--- src/rtl/brnpc_pkg.sv ---
package brnpc_pkg;

  typedef enum logic [3:0] {
    OP_NONE,
    OP_ZERO,
    OP_NONZERO,
    OP_FLAG_CLR,
    OP_FLAG_SET,
    OP_JUMP_REG,
    OP_JUMP,
    OP_CALL,
    OP_EQ,
    OP_NE,
    OP_LT,
    OP_GE,
    OP_LTU,
    OP_GEU
  } brnpc_op_e;

  localparam int NUM_MAJOR = 11;
  localparam logic [5:0] FLAG_MAJOR = 6'h12;

  localparam logic [5:0] MAJOR_CODE [NUM_MAJOR] = '{
    6'h10, 6'h11, 6'h13, 6'h14, 6'h15, 6'h16,
    6'h17, 6'h18, 6'h19, 6'h1A, 6'h1B
  };

  localparam brnpc_op_e MAJOR_OP [NUM_MAJOR] = '{
    OP_ZERO, OP_NONZERO, OP_JUMP_REG, OP_JUMP, OP_CALL, OP_EQ,
    OP_NE, OP_LT, OP_GE, OP_LTU, OP_GEU
  };

endpackage

--- src/rtl/brnpc_decode.sv ---
module brnpc_decode
  import brnpc_pkg::*;
#(
  parameter int REG_IDX_W  = 5,
  parameter int FLAG_IDX_W = 3
) (
  input  logic [31:0]           instr_i,
  output brnpc_op_e             op_o,
  output logic                  is_branch_o,
  output logic [REG_IDX_W-1:0]  rj_idx_o,
  output logic [REG_IDX_W-1:0]  rd_idx_o,
  output logic [FLAG_IDX_W-1:0] flag_idx_o,
  output logic [15:0]           off16_o,
  output logic [20:0]           off21_o,
  output logic [25:0]           off26_o
);

  logic [5:0]           major;
  logic [NUM_MAJOR-1:0] hit;
  logic                 flag_hit;

  assign major    = instr_i[31:26];
  assign flag_hit = (major == FLAG_MAJOR) && !instr_i[9];

  for (genvar g = 0; g < NUM_MAJOR; g++) begin : g_match
    assign hit[g] = (major == MAJOR_CODE[g]);
  end

  always_comb begin
    op_o = OP_NONE;
    for (int i = 0; i < NUM_MAJOR; i++) begin
      if (hit[i]) op_o = MAJOR_OP[i];
    end
    if (flag_hit) op_o = instr_i[8] ? OP_FLAG_SET : OP_FLAG_CLR;
  end

  assign is_branch_o = (op_o != OP_NONE);
  assign rj_idx_o    = instr_i[9:5];
  assign rd_idx_o    = instr_i[4:0];
  assign flag_idx_o  = instr_i[7:5];
  assign off16_o     = instr_i[25:10];
  assign off21_o     = {instr_i[4:0], instr_i[25:10]};
  assign off26_o     = {instr_i[9:0], instr_i[25:10]};

  // major-code patterns are disjoint, and none overlaps the flag class
  always_comb begin
    a_r1_single_match: assert ($onehot0({hit, flag_hit}))
      else $error("a_r1_single_match: overlapping decode");
  end

  // a flag operation never comes from a word with bit 9 set
  always_comb begin
    if (op_o == OP_FLAG_CLR || op_o == OP_FLAG_SET) begin
      a_r3_flag_form: assert (major == FLAG_MAJOR && instr_i[9] == 1'b0)
        else $error("a_r3_flag_form: flag op from bad word");
    end
  end

endmodule

--- src/rtl/brnpc_cond.sv ---
module brnpc_cond
  import brnpc_pkg::*;
#(
  parameter int XLEN = 64
) (
  input  brnpc_op_e       op_i,
  input  logic [XLEN-1:0] a_i,
  input  logic [XLEN-1:0] b_i,
  input  logic            flag_i,
  output logic            taken_o
);

  logic a_zero, eq, lt_s, lt_u;

  assign a_zero = (a_i == '0);
  assign eq     = (a_i == b_i);
  assign lt_s   = ($signed(a_i) < $signed(b_i));
  assign lt_u   = (a_i < b_i);

  always_comb begin
    unique case (op_i)
      OP_ZERO:     taken_o = a_zero;
      OP_NONZERO:  taken_o = !a_zero;
      OP_FLAG_CLR: taken_o = !flag_i;
      OP_FLAG_SET: taken_o = flag_i;
      OP_JUMP_REG,
      OP_JUMP,
      OP_CALL:     taken_o = 1'b1;
      OP_EQ:       taken_o = eq;
      OP_NE:       taken_o = !eq;
      OP_LT:       taken_o = lt_s;
      OP_GE:       taken_o = !lt_s;
      OP_LTU:      taken_o = lt_u;
      OP_GEU:      taken_o = !lt_u;
      default:     taken_o = 1'b0;
    endcase
  end

  // a non-branch word is never taken
  always_comb begin
    if (op_i == OP_NONE) begin
      a_r1_none_not_taken: assert (!taken_o)
        else $error("a_r1_none_not_taken");
    end
  end

endmodule

--- src/rtl/brnpc_target.sv ---
module brnpc_target
  import brnpc_pkg::*;
#(
  parameter int XLEN = 64
) (
  input  brnpc_op_e       op_i,
  input  logic            taken_i,
  input  logic [XLEN-1:0] pc_i,
  input  logic [XLEN-1:0] base_i,
  input  logic [15:0]     off16_i,
  input  logic [20:0]     off21_i,
  input  logic [25:0]     off26_i,
  output logic [XLEN-1:0] next_pc_o
);

  localparam int STEP = 4;

  logic [XLEN-1:0] ext16, ext21, ext26, seq_pc, tgt_pc;

  assign ext16  = {{(XLEN-18){off16_i[15]}}, off16_i, 2'b00};
  assign ext21  = {{(XLEN-23){off21_i[20]}}, off21_i, 2'b00};
  assign ext26  = {{(XLEN-28){off26_i[25]}}, off26_i, 2'b00};
  assign seq_pc = pc_i + XLEN'(STEP);

  always_comb begin
    unique case (op_i)
      OP_JUMP_REG:  tgt_pc = base_i + ext16;
      OP_ZERO, OP_NONZERO,
      OP_FLAG_CLR, OP_FLAG_SET:
                    tgt_pc = pc_i + ext21;
      OP_JUMP, OP_CALL:
                    tgt_pc = pc_i + ext26;
      OP_EQ, OP_NE, OP_LT, OP_GE, OP_LTU, OP_GEU:
                    tgt_pc = pc_i + ext16;
      default:      tgt_pc = seq_pc;
    endcase
  end

  assign next_pc_o = taken_i ? tgt_pc : seq_pc;

  // PC-relative targets keep the word alignment of the PC
  always_comb begin
    if (taken_i && op_i != OP_JUMP_REG) begin
      a_r8_rel_aligned: assert (next_pc_o[1:0] == pc_i[1:0])
        else $error("a_r8_rel_aligned");
    end
  end

endmodule

--- src/rtl/brnpc_unit.sv ---
module brnpc_unit
  import brnpc_pkg::*;
#(
  parameter int XLEN       = 64,
  parameter int REG_IDX_W  = 5,
  parameter int FLAG_IDX_W = 3,
  parameter int CALL_LINK  = 1
) (
  input  logic [31:0]           instr_i,
  input  logic [XLEN-1:0]       pc_i,
  output logic [REG_IDX_W-1:0]  rs_a_idx_o,
  output logic [REG_IDX_W-1:0]  rs_b_idx_o,
  input  logic [XLEN-1:0]       rs_a_val_i,
  input  logic [XLEN-1:0]       rs_b_val_i,
  output logic [FLAG_IDX_W-1:0] flag_idx_o,
  input  logic                  flag_val_i,
  output logic                  is_branch_o,
  output logic                  taken_o,
  output logic [XLEN-1:0]       next_pc_o,
  output logic                  wb_en_o,
  output logic [REG_IDX_W-1:0]  wb_idx_o,
  output logic [XLEN-1:0]       wb_data_o
);

  localparam logic [REG_IDX_W-1:0] LINK_REG = REG_IDX_W'(CALL_LINK);

  brnpc_op_e   op;
  logic [15:0] off16;
  logic [20:0] off21;
  logic [25:0] off26;
  logic        link_req;

  brnpc_decode #(
    .REG_IDX_W  (REG_IDX_W),
    .FLAG_IDX_W (FLAG_IDX_W)
  ) i_decode (
    .instr_i     (instr_i),
    .op_o        (op),
    .is_branch_o (is_branch_o),
    .rj_idx_o    (rs_a_idx_o),
    .rd_idx_o    (rs_b_idx_o),
    .flag_idx_o  (flag_idx_o),
    .off16_o     (off16),
    .off21_o     (off21),
    .off26_o     (off26)
  );

  brnpc_cond #(.XLEN(XLEN)) i_cond (
    .op_i    (op),
    .a_i     (rs_a_val_i),
    .b_i     (rs_b_val_i),
    .flag_i  (flag_val_i),
    .taken_o (taken_o)
  );

  // Target uses the read-port value, i.e. the register before any link write
  brnpc_target #(.XLEN(XLEN)) i_target (
    .op_i      (op),
    .taken_i   (taken_o),
    .pc_i      (pc_i),
    .base_i    (rs_a_val_i),
    .off16_i   (off16),
    .off21_i   (off21),
    .off26_i   (off26),
    .next_pc_o (next_pc_o)
  );

  assign link_req  = (op == OP_CALL) || (op == OP_JUMP_REG);
  assign wb_idx_o  = (op == OP_CALL) ? LINK_REG : rs_b_idx_o;
  assign wb_en_o   = link_req && (wb_idx_o != '0);
  assign wb_data_o = pc_i + XLEN'(4);

  // fall-through when not taken
  always_comb begin
    if (!taken_o) begin
      a_r7_seq_when_not_taken: assert (next_pc_o == pc_i + XLEN'(4))
        else $error("a_r7_seq_when_not_taken");
    end
  end

  // taken implies a recognised branch
  always_comb begin
    if (taken_o) begin
      a_r1_taken_is_branch: assert (is_branch_o)
        else $error("a_r1_taken_is_branch");
    end
  end

  // never a write to register 0
  always_comb begin
    if (wb_en_o) begin
      a_r11_no_zero_write: assert (wb_idx_o != '0)
        else $error("a_r11_no_zero_write");
    end
  end

  // a link write only accompanies a taken transfer
  always_comb begin
    if (wb_en_o) begin
      a_r9_link_taken: assert (taken_o && is_branch_o)
        else $error("a_r9_link_taken");
    end
  end

endmodule

--- config.mk ---
export PLATFORM = sky130hd
export DESIGN_NAME = brnpc_unit
export DESIGN_NICKNAME = d
export VERILOG_FILES = /design/src/rtl/brnpc_pkg.sv /design/src/rtl/brnpc_decode.sv /design/src/rtl/brnpc_cond.sv /design/src/rtl/brnpc_target.sv /design/src/rtl/brnpc_unit.sv
export SDC_FILE = /design/constraint.sdc
export NUM_CORES = 1
export LEC_CHECK = 0
export ABC_AREA = 0
export ABC_CLOCK_PERIOD_IN_PS = 8000
export CAP_MARGIN = 10
export CORE_UTILIZATION = 32
export DETAILED_ROUTE_END_ITERATION = 10
export PLACE_DENSITY = 0.64
export RECOVER_POWER = 100
export SLEW_MARGIN = 25
export SYNTH_ARGS = -nofsm -noshare
export SYNTH_HDL_FRONTEND = slang
export SYNTH_SLANG_ARGS = --single-unit
export TNS_END_PERCENT = 10
--- constraint.sdc ---
create_clock -name vclk -period 8
set_clock_uncertainty 0.15 [all_clocks]
set_input_delay 0.8 -clock vclk [all_inputs]
set_output_delay 0.8 -clock vclk [all_outputs]
set_load 0.02 [all_outputs]
# Word-level counts from Yosys, hierarchy flattened
# Cells that the tools add are included.
# totals
regBits,0
inputBits,225
out_inout_bits,149
wordCells,66
# op_classes
addsub,5
n_lt_le_gt_ge,2
n_eq_ne,26
muxes,17
n_reduce_logical,16
# op_table
operator,n
adder 64 bit,4
one-hot mux 64 bit (4 select lines),1
less-than comparator 64 bit,2
"== test 6 x 5 -> 1 bit, second input constant",12
"adder 64 x 3 -> 64 bit, second input constant",1
== test 64 bit,1
logical NOT 64 bit,1
two-way mux 64 bit,1
two-way mux 4 bit,7
"== test 4 bit, second input constant",6
"== test 4 x 3 -> 1 bit, second input constant",4
two-way mux 3 bit,4
one-hot mux 1 bit (11 select lines),1
"== test 4 x 2 -> 1 bit, second input constant",2
logical NOT 1 bit,6
OR reduction 6 bit,1
two-way mux 5 bit,1
nonzero test 5 bit,1
"== test 4 x 1 -> 1 bit, second input constant",1
nonzero test 4 bit,1
OR reduction 4 bit,1
OR reduction 3 bit,1
logical AND 1 bit,2
two-way mux 2 bit,1
other kinds (3),3

# Longest topological paths before layout
# logic_depth
depth_word,17
ltp_mapped,20
depth_no_buf,18

# By module
# Synthesis repeated with hierarchy kept, for this count alone.
# hier_totals
cells_unflattened,2090
hier_area_um2,14481.4
# by_module_without_submodules
mod,n_inst,cells_each,area_per_inst_um2,seq_area_each_um2
brnpc_target,1,1515,10433.8,0.0
brnpc_cond,1,269,1856.8,0.0
brnpc_unit,1,207,1473.9,0.0
brnpc_decode,1,99,716.9,0.0

# Worst setup path after synthesis
# OpenSTA, ideal clock, no wires.
# synth_timing
kind,input to output
start,input instr_i[29]
end,output next_pc_o[61]
arrival_time_ps,5301
required_time_ps,7050
setup_slack_ps,1749
cell_stages,19
path_buffers,3
cell_sequence,clkbuf_1 -> nor2_1 -> nand2_1 -> a21oi_1 -> clkbuf_1 -> clkbuf_1 -> mux2_2 -> ha_1 -> a21oi_1 -> a21boi_1 -> a211o_1 -> a21o_1 -> o2bb2ai_1 -> nor3b_1 -> o211ai_1 -> a221oi_1 -> xnor2_1 -> a22oi_1 -> a21oi_1
# synth_via
elab_chain_len,17
word_cells_on_any_way,45
classes_between,eq/ne: 25; mux: 15; reduce/logical: 5
# synth_lines
item,line_no,rtl
from (decl),brnpc_unit.sv:9,"input logic [31:0] instr_i,"
== test 6 x 5 -> 1 bit,brnpc_decode.sv:26,assign hit[g] = (major == MAJOR_CODE[g]);
two-way mux 1 bit,brnpc_decode.sv:32,if (hit[i]) op_o = MAJOR_OP[i];
two-way mux 2 bit,brnpc_decode.sv:32,
two-way mux 3 bit (3 in series),brnpc_decode.sv:32,
two-way mux 4 bit (6 in series),brnpc_decode.sv:32,
two-way mux 4 bit *,brnpc_decode.sv:34,if (flag_hit) op_o = instr_i[8] ? OP_FLAG_SET : OP_FLAG_CLR;
"== test 4 x 3 -> 1 bit, or another cell as far along","brnpc_cond.sv:21, brnpc_target.sv:26",
"OR reduction 3 bit, or another cell as far along",brnpc_cond.sv:21,unique case (op_i)
one-hot mux 1 bit (11 select lines) or one-hot mux 64 bit (4 select lines) (tied branches),"brnpc_cond.sv:21, brnpc_target.sv:26",
two-way mux 64 bit *,brnpc_target.sv:39,assign next_pc_o = taken_i ? tgt_pc : seq_pc;
to (decl),brnpc_unit.sv:19,"output logic [XLEN-1:0] next_pc_o,"
# Every way passes the cells marked *; elsewhere a longest branch is shown, timed or not.

# Final worst setup path
# layout_timing
start,input instr_i[31]
end,output next_pc_o[60]
# Same word-level chain as after synthesis.

==> results.json <==
{
  "hold_depth": 2,
  "max_slew.worst_pin.slew_ps": 1300,
  "drive_above_1_share_pct": 5.81,
  "setup_viol": 0,
  "finalNetCount": 2598,
  "drv_slew": 0,
  "synth_warnings": 0,
  "grtUsageTotal_pct": 27.2,
  "grt_pass1_vias": 14900,
  "fill_cells": 4034,
  "grt_pass1_wl_um": 87500,
  "seq_cells": 0,
  "wl_per_cell_um": 21.3,
  "rows": 72,
  "drv_cap": 0,
  "dp_cells": 2679,
  "status": "complete, no violations",
  "p_leak_nw": 7.11,
  "cp.depth": 20,
  "netlist_area_mm2": 0.0126,
  "hpwl_um": 48400,
  "clkbuf_count": 0,
  "crit_arrival_ps": 6590,
  "num_io_pins": 374,
  "crit_family": "compound AO/OA/AOI/OAI gates",
  "seq_area_frac_synth_pct": 0,
  "dieArea_mm2": 0.0401,
  "worstSetupPathType": "primary input to output pin",
  "register_area_um2": 0,
  "path_buf_inv": 3,
  "fin_cells": 2688,
  "antenna_found_initial": 3,
  "synth_fp_nets": 2283,
  "syn_to_final_growth_pct": 32.9,
  "cp_max_fo": 27,
  "core_area_mm2": 0.0387,
  "avgSynthCellArea_um2": 6.78,
  "die_x_um": 200,
  "fin_tns_setup_ps": 0,
  "drc": 0,
  "cp_slowest_cell": "dlygate4sd3_1",
  "hp-class": "primary input to output pin",
  "hold_viol": 0,
  "required_ps": 7050,
  "gp_congestion": 0.932,
  "cp_cell_sequence": "clkdlybuf4s50_1, nand2b_1, nor2_1, nand2_1, nand2_1, nand2_1, buf_4, ha_1, nand3_1, o221ai_1, a21oi_1, o21a_1, o21a_1, o31ai_1, o31ai_2, o31ai_1, xor2_1, a22oi_1, a21oi_1, dlygate4sd3_1",
  "cp_slowest_stage_delay_ps": 700,
  "vias": 15400,
  "post-route-util_pct": 43.1,
  "fp.dieH_um": 200,
  "wl_um": 57200,
  "grt_remaining_overflow": 0,
  "worstSetupStartpointType": "primary input",
  "cts_setup_buffers": 0,
  "vias_per_cell": 5.74,
  "grt_start_max_net_pins": 55,
  "worstSetupEndpointType": "output pin",
  "start_util_pct": 32.5,
  "ir_worst_vdd_v": 0.0000395,
  "antenna_left": 0,
  "hold_buffers": 0,
  "yosysUniqueCellTypes": 86,
  "powerDensity_mw_per_mm2": 79.8,
  "drt_iter0_drc": 1215,
  "firstDrtPassIters": 6,
  "cts.repair.resized": 0,
  "numPortBuffers": 374,
  "max_slew_margin_pct": 13.5,
  "final.period_utilization_pct": 94.2,
  "netlist_instances": 1855,
  "rsz0062_at_grt": "no",
  "crit_top_cell": "nand2_1",
  "min_period_ps": 7540,
  "fmax_mhz": 133
}
-- cell families after synthesis --
group                    Yosys count  synth area share (%)
AND/OR/NAND/NOR                  624                  24.5
AO/OA/AOI/OAI                    607                  30.8
adder cells (fa/ha/maj)          203                  20.3
buffers and inverters            188                  6.74
XOR/XNOR                         164                  11.4
multiplexers                      69                  6.14
-- metrics by stage --
step / setup WS [ps] / power (mW) / area, um2 / hold WS [ps]
after floorplan: 1750 / 0.833 / 12600 / 1530
after global placement: 424 / 1.32 / 16700 / 2400
after detailed placement: 412 / 1.33 / 16700 / 2410
after CTS: 374 / 1.34 / 16700 / 2410
after global routing: 144 / 1.44 / 16700 / 2540
final: 460 / 1.33 / 16700 / 2520
-- cell type report --
cell class	instances	area, um2	share of cell area (%)
Tap cell	518	648	3.88
Inverter	102	383	2.29
Antenna cell	2	5.00	0.0299
Timing Repair Buffer	399	3930	23.5
Multi-Input combinational cell	1667	11700	70.3
-- cell usage after synthesis (4+ instances only) --
cell,instances,area share (%)
nor4_1,23,1.1
mux2_2,65,5.8
inv_1,102,3.0
or3_1,8,0.40
a221oi_1,9,0.63
o221ai_1,8,0.56
a211oi_1,24,1.4
and2_1,17,0.85
and3_1,27,1.3
mux2i_1,4,0.32
o21ai_0,110,4.4
nor2b_1,23,1.1
o31ai_1,11,0.66
clkbuf_1,48,1.4
o2bb2ai_1,4,0.28
buf_4,15,0.90
a31oi_1,22,1.1
and3_2,6,0.36
o21bai_1,17,1.0
a32oi_1,4,0.28
nand4_1,63,3.1
a21o_1,76,4.5
o21a_1,27,1.6
nor2_1,149,4.4
nor2_2,4,0.20
and4_1,6,0.42
nand2b_1,15,0.75
o211ai_1,11,0.66
a21oi_1,199,7.9
xor2_1,56,3.9
or2_2,7,0.35
a22oi_1,40,2.4
nand3_1,57,2.3
buf_2,11,0.44
nand2_1,160,4.8
xnor2_1,108,7.5
a211o_1,8,0.56
ha_1,201,20
nor3_1,34,1.4
-- worst paths after layout --
| kind | startpoint | to |
|---|---|---|
| max | instr_i[31] | next_pc_o[60] |
| min | pc_i[1] | wb_data_o[1] |
-- where the power goes --
part | switching, mW | total (mW) | internal (mW)
clock | 0 | 0.0000000335 | 0.0000000335
sequential | 0 | 0 | 0
combinational | 0.766 | 1.33 | 0.568
total | 0.766 | 1.33 | 0.568
-- cells in the final DEF (no fill, tap or decap), types with 27 or more instances in the layout --
cell | synthesis | final
a22oi_1 | 40 | 40
and3_1 | 27 | 27
ha_1 | 201 | 201
xor2_1 | 56 | 56
nand2_1 | 160 | 160
inv_1 | 102 | 102
clkdlybuf4s50_1 | 0 | 235
a21oi_1 | 199 | 198
mux2_2 | 65 | 65
dlygate4sd3_1 | 0 | 138
nor2_1 | 149 | 152
nand4_1 | 63 | 63
xnor2_1 | 108 | 108
o21a_1 | 27 | 27
nand3_1 | 57 | 56
nor3_1 | 34 | 34
a21o_1 | 76 | 76
o21ai_0 | 110 | 110
-- metal layers --
metal | routed length, um | GRT usage [%] | vias up
met5 | 0 | 0 | -
met4 | 1300 | 6.10 | 0
met3 | 3580 | 2.29 | 67
met2 | 26300 | 45.7 | 654
met1 | 26000 | 37.5 | 7203
li1 | - | - | 7494
Power figures use the tool's default switching activity.
